<file path="src/rtl/ac_trigger_pkg.sv">
package ac_trigger_pkg;
  typedef enum logic [1:0] {
    ACT_HOLD = 2'd0,
    ACT_SET  = 2'd1,
    ACT_CLR  = 2'd2
  } trig_act_t;

  function automatic trig_act_t decide(input logic f_on, input logic f_off,
                                       input logic s_ev, input logic c_ev);
    if (f_off)             return ACT_CLR;
    else if (f_on)         return ACT_SET;
    else if (s_ev && !c_ev) return ACT_SET;
    else if (c_ev && !s_ev) return ACT_CLR;
    else                   return ACT_HOLD;
  endfunction
endpackage

</file>
<file path="src/rtl/pulse_history.sv">
module pulse_history #(
  parameter int HIST_LEN = 3
) (
  input  logic clk,
  input  logic rst,
  input  logic clear,
  input  logic din,
  output logic fire
);
  logic [HIST_LEN-1:0] hist;

  always_ff @(posedge clk) begin
    if (rst || clear) hist <= '0;
    else              hist <= {hist[HIST_LEN-2:0], din};
  end

  assign fire = !hist[HIST_LEN-1] && (&hist[HIST_LEN-2:0]);

  // a fired history is shifted so the oldest sample becomes 1
  a_r2_no_refire: assert property (@(posedge clk) disable iff (rst)
    fire |=> !fire);
  // a forced clear wipes any pending pulse
  a_r6_clear_wipes: assert property (@(posedge clk) disable iff (rst)
    clear |=> !fire);
  // an event needs the input high at the previous sample
  a_r1_high_sample: assert property (@(posedge clk) disable iff (rst)
    fire |-> ($past(din) && !$past(clear)));
endmodule

</file>
<file path="src/rtl/gate_combine.sv">
module gate_combine #(
  parameter int             N    = 2,
  parameter logic [N-1:0]   TIED = '0
) (
  input  logic [N-1:0] fire,
  input  logic [N-1:0] gate,
  output logic         any_event
);
  logic [N-1:0] qual;

  for (genvar i = 0; i < N; i++) begin : g_bit
    if (TIED[i]) begin : g_tied
      assign qual[i] = fire[i] | (gate[i] & 1'b0);
    end else begin : g_pin
      assign qual[i] = fire[i] & gate[i];
    end
  end

  assign any_event = |qual;
endmodule

</file>
<file path="src/rtl/trigger_state.sv">
module trigger_state
  import ac_trigger_pkg::*;
(
  input  logic clk,
  input  logic rst,
  input  logic force_on,
  input  logic force_off,
  input  logic set_evt,
  input  logic clr_evt,
  output logic state
);
  trig_act_t act;

  assign act = decide(force_on, force_off, set_evt, clr_evt);

  always_ff @(posedge clk) begin
    if (rst) state <= 1'b0;
    else begin
      unique case (act)
        ACT_SET: state <= 1'b1;
        ACT_CLR: state <= 1'b0;
        default: state <= state;
      endcase
    end
  end

  // force_off dominates
  a_r5_force_off: assert property (@(posedge clk) disable iff (rst)
    force_off |=> !state);
  // force_on alone
  a_r5_force_on: assert property (@(posedge clk) disable iff (rst)
    (force_on && !force_off) |=> state);
  // conflicting events hold the state
  a_r7_conflict_hold: assert property (@(posedge clk) disable iff (rst)
    (!force_on && !force_off && set_evt && clr_evt) |=> $stable(state));
  // a lone set event sets
  a_r3_lone_set: assert property (@(posedge clk) disable iff (rst)
    (!force_on && !force_off && set_evt && !clr_evt) |=> state);
  // a lone clear event clears
  a_r3_lone_clr: assert property (@(posedge clk) disable iff (rst)
    (!force_on && !force_off && clr_evt && !set_evt) |=> !state);
endmodule

</file>
<file path="src/rtl/ac_trigger.sv">
module ac_trigger #(
  parameter int               HIST_LEN = 3,
  parameter int               N_SET    = 2,
  parameter int               N_CLR    = 2,
  parameter logic [N_SET-1:0] SET_TIED = 2'b10,
  parameter logic [N_CLR-1:0] CLR_TIED = 2'b00
) (
  input  logic             clk,
  input  logic             rst,
  input  logic [N_SET-1:0] set_pulse,
  input  logic [N_SET-1:0] set_gate,
  input  logic [N_CLR-1:0] clr_pulse,
  input  logic [N_CLR-1:0] clr_gate,
  input  logic             force_on,
  input  logic             force_off,
  output logic             q_on,
  output logic             q_off
);
  logic             wipe;
  logic [N_SET-1:0] set_fire;
  logic [N_CLR-1:0] clr_fire;
  logic             set_evt, clr_evt;
  logic             state;

  assign wipe = force_on | force_off;

  for (genvar i = 0; i < N_SET; i++) begin : g_set
    pulse_history #(.HIST_LEN(HIST_LEN)) u_hist (
      .clk(clk), .rst(rst), .clear(wipe), .din(set_pulse[i]), .fire(set_fire[i]));
  end

  for (genvar j = 0; j < N_CLR; j++) begin : g_clr
    pulse_history #(.HIST_LEN(HIST_LEN)) u_hist (
      .clk(clk), .rst(rst), .clear(wipe), .din(clr_pulse[j]), .fire(clr_fire[j]));
  end

  gate_combine #(.N(N_SET), .TIED(SET_TIED)) u_set_gate (
    .fire(set_fire), .gate(set_gate), .any_event(set_evt));

  gate_combine #(.N(N_CLR), .TIED(CLR_TIED)) u_clr_gate (
    .fire(clr_fire), .gate(clr_gate), .any_event(clr_evt));

  trigger_state u_state (
    .clk(clk), .rst(rst), .force_on(force_on), .force_off(force_off),
    .set_evt(set_evt), .clr_evt(clr_evt), .state(state));

  assign q_on  = state;
  assign q_off = ~state;

  // reset leaves the trigger off
  a_r10_reset_off: assert property (@(posedge clk)
    rst |=> (!q_on && q_off));
  // force beats any event in the same cycle
  a_r8_force_beats_event: assert property (@(posedge clk) disable iff (rst)
    (force_off && set_evt) |=> !q_on);
endmodule

</file>
<file path="config.mk">
export PLATFORM = sky130hd
export DESIGN_NAME = ac_trigger
export DESIGN_NICKNAME = d
export VERILOG_FILES = /design/src/rtl/ac_trigger_pkg.sv /design/src/rtl/pulse_history.sv /design/src/rtl/gate_combine.sv /design/src/rtl/trigger_state.sv /design/src/rtl/ac_trigger.sv
export SDC_FILE = /design/constraint.sdc
export NUM_CORES = 1
export LEC_CHECK = 0
export ABC_AREA = 1
export BUFFER_PORTS_ARGS = -buffer_cell sky130_fd_sc_hd__buf_2
export CAP_MARGIN = 10
export CORE_AREA = 2 2 39 41
export CTS_CLUSTER_SIZE = 24
export DETAILED_ROUTE_END_ITERATION = 16
export DIE_AREA = 0 0 41 43
export GPL_TIMING_DRIVEN = 1
export PLACE_DENSITY_LB_ADDON = 0.3
export SYNTH_ARGS = -nofsm -noshare
export SYNTH_HDL_FRONTEND = slang
export SYNTH_SLANG_ARGS = --single-unit
</file>
<file path="constraint.sdc">
create_clock -name clk -period 1.4 [get_ports clk]
set_input_delay 0.28 -clock clk [delete_from_list [all_inputs] [get_ports clk]]
set_output_delay 0.28 -clock clk [all_outputs]
set_load 0.05 [all_outputs]
</file>
==> impl_metrics.ini <==
[outcome]
outcome = finished clean

[drt]
ant_nets = 0
drt_iter0_markers = 6
drc_errors = 0
wl_per_cell_um = 7.515
via_count = 407
totalWireLength_um = 759
met1_length_um = 334
route.met3.wl_um = 45
wl_met2_um = 349
via_per_inst = 4.030
first_pass_iters = 2
top_layer = met4

[placed_design]
dp_hpwl_um = 564.8
place_congestion = 0.6354
pre_cts_ws_ns = 0.07762
port_buffers = 12
place_inst = 97

[worst_hold_path]
hold_start = rst
hold_path.class = primary input to register

[setup_path]
worst-endpoint-arrival_ns = 1.44
reg2reg_from = g_set[1].u_hist.hist[0]$_SDFF_PP0_
cp-startpoint = g_set[1].u_hist.hist[0]$_SDFF_PP0_
critPathKind = register to register
path_cells = nand2_2 -> nor2_2 -> inv_1 -> nand3_1 -> nand3_1 -> ha_1 -> nor2_1 -> a21oi_1 -> nor2_1
cpPeakStageDelay_ns = 0.33
crit_slowest_cell = dfxtp_2
critPathMaxFanout = 2
cp-end-kind = register
crit_required_ns = 1.58
startpoint_type = register

[sta]
period_minus_slack_ns = 1.266
finalClockSkew_ns = 0.0003013
rsz0062_at_grt = false
finalSetupViolCount = 0
hold_viol = 0
worst_pin_slew_ns = 0.3687
timing.final.crit_share = 0.9045
relSlewSlack = 0.7534
fin_setup_tns_ns = 0
finalMaxSlewViolations = 0
fmax_ghz = 0.7897
setup_ws_ns = 0.1337

[synthesis]
ys.flop_type = dfxtp_1
yosysUniqueCellTypes = 13
synth_commonest_cells = inv_1, dfxtp_1, nand2_1, nor2_2, nor2_1
synth-async-reset-ratio = 0
synth_edf_count = 0
synth_area_sq_um = 533.0
seq_area_frac_synth = 0.4883
synth_nets = 83
ys_ff_latch = 13
yosysTopAreaCell = dfxtp_1
synth_cells = 70
syn_area_per_cell_sq_um = 7.614
yosys_warnings = 0
ys_top_cells_by_area = dfxtp_1, inv_1, nor2_2
synth.top_cell.area_share = 0.4883
yosysMostFrequentCell = inv_1

[clock_tree]
cts_tree = done
clk_latency_ns = 0.27
path_clk_slew_ns = 0.08
cts_sinks = 13
htree_num_levels = 1
postCtsSetupBuffers = 0
cts-buffers-inserted = 3
root_buffer = clkbuf_4
holdBufCountCts = 0
ctsLongestPathBuffers = 2
cts.repair.resized = 0

[final_layout]
filler_cell_count = 149
fin_nets = 99
stdcell_count = 101
syn2layout_area_growth_pct = 19.25
n_antenna_cell = 0
postLayoutCoreUtil = 0.4593
drive_gt1_frac = 0.3765

[floorplan]
start_util = 0.3852
fp.dieH_um = 43
die_x_um = 41
num_rows = 14
core_area_sq_mm = 0.001384
ios = 14
die_area_sq_mm = 0.001763

[global_route]
grt_max_degree = 13
grt_pass1_vias = 386
grt.overflow.total = 0
grtUsageTotal = 0.1244
antenna_found_initial = 0
grt_first_pass_wirelength_mm = 1.366

[power]
p_per_area_mw_per_mm2 = 1068
power_uw = 678.6
power.leakage_nw = 0.2941
worst_ir_drop_vdd_mv = 0.4603

[job]
cap_violations = 0
state kept, by name (all words and copies together), names as in the netlist:
register and cells:
g_clr.u_hist.hist 6, g_set.u_hist.hist 6, u_state.state 1
layout make-up:
| class | instances | area, sq um | area share |
|---|---|---|---|
| clock buffers | 4 | 26.28 | 0.04134 |
| inverters | 19 | 71.32 | 0.1122 |
| multi-input cells | 37 | 195.2 | 0.3071 |
| flip-flops and latches | 13 | 262.8 | 0.4134 |
| well taps | 16 | 20.02 | 0.03150 |
| repair buffers | 12 | 60.06 | 0.09449 |
kinds of logic (layout without fill, tap and decap cells):
| logic type | Yosys count | count (layout) | share of synthesized area |
|---|---|---|---|
| AND/OR/NAND/NOR | 35 | 35 | 0.3240 |
| buffers and inverters | 20 | 35 | 0.1549 |
| flip-flops | 13 | 13 | 0.4883 |
| adder cells (fa/ha/maj) | 1 | 1 | 0.02347 |
| AO/OA/AOI/OAI | 1 | 1 | 0.009381 |
metal layers:
| layer | global-route usage | vias up |
|---|---|---|
| li1 | - | 227 |
| met1 | 0.1217 | 167 |
| met3 | 0.06283 | 5 |
| met4 | 0.1200 | 0 |
| met2 | 0.1750 | 8 |
| met5 | 0 | - |
cell usage in the layout (no fill, tap or decap):
master / count
dfxtp_1: 11
clkbuf_4: 3
nor2_1: 8
buf_2: 12
dfxtp_2: 2
nor2_2: 11
nand2_2: 2
inv_1: 18
clkbuf_1: 1
ha_1: 1
nand4_1: 1
nand2_1: 9
a21oi_1: 1
inv_2: 1
nor2_4: 1
nand3_1: 3
final timing paths:
path | slack (ns) | cells past startpoint | end
worst min register to register | 0.43 | 2 | g_clr[0].u_hist.hist[1]$_SDFF_PP0_
worst min-delay path | 0.18 | 2 | u_state.state$_SDFFE_PP0P_
worst max-delay path | 0.13 | 9 | u_state.state$_SDFFE_PP0P_
worst max register to register | 0.13 | 9 | u_state.state$_SDFFE_PP0P_
critical path: cells and delay by family, from the launching register on:
family | cells | cell delay (ns)
flops | 1 | 0.33
fa+ha+maj | 1 | 0.29
simple gates | 6 | 0.40
buf+inv | 1 | 0.05
compound gates | 1 | 0.10
stage by stage:
step | hold slack [ns] | cell area [sq um]
after floorplan | 0.3524 | 533.0
after global placement | 0.4133 | 601.8
after detailed placement | 0.4203 | 601.8
after CTS | 0.1679 | 628.1
after global routing | 0.1830 | 635.6
final | 0.1815 | 635.6
where the power goes:
part / internal (mW) / switching (mW) / leakage, nW / total, mW
clock: 0.111 / 0.120 / 0.0150 / 0.231
sequential: 0.376 / 0.00365 / 0.106 / 0.380
combinational: 0.0238 / 0.0444 / 0.173 / 0.0682
total: 0.510 / 0.168 / 0.294 / 0.679
Power figures use the tool's default switching activity.
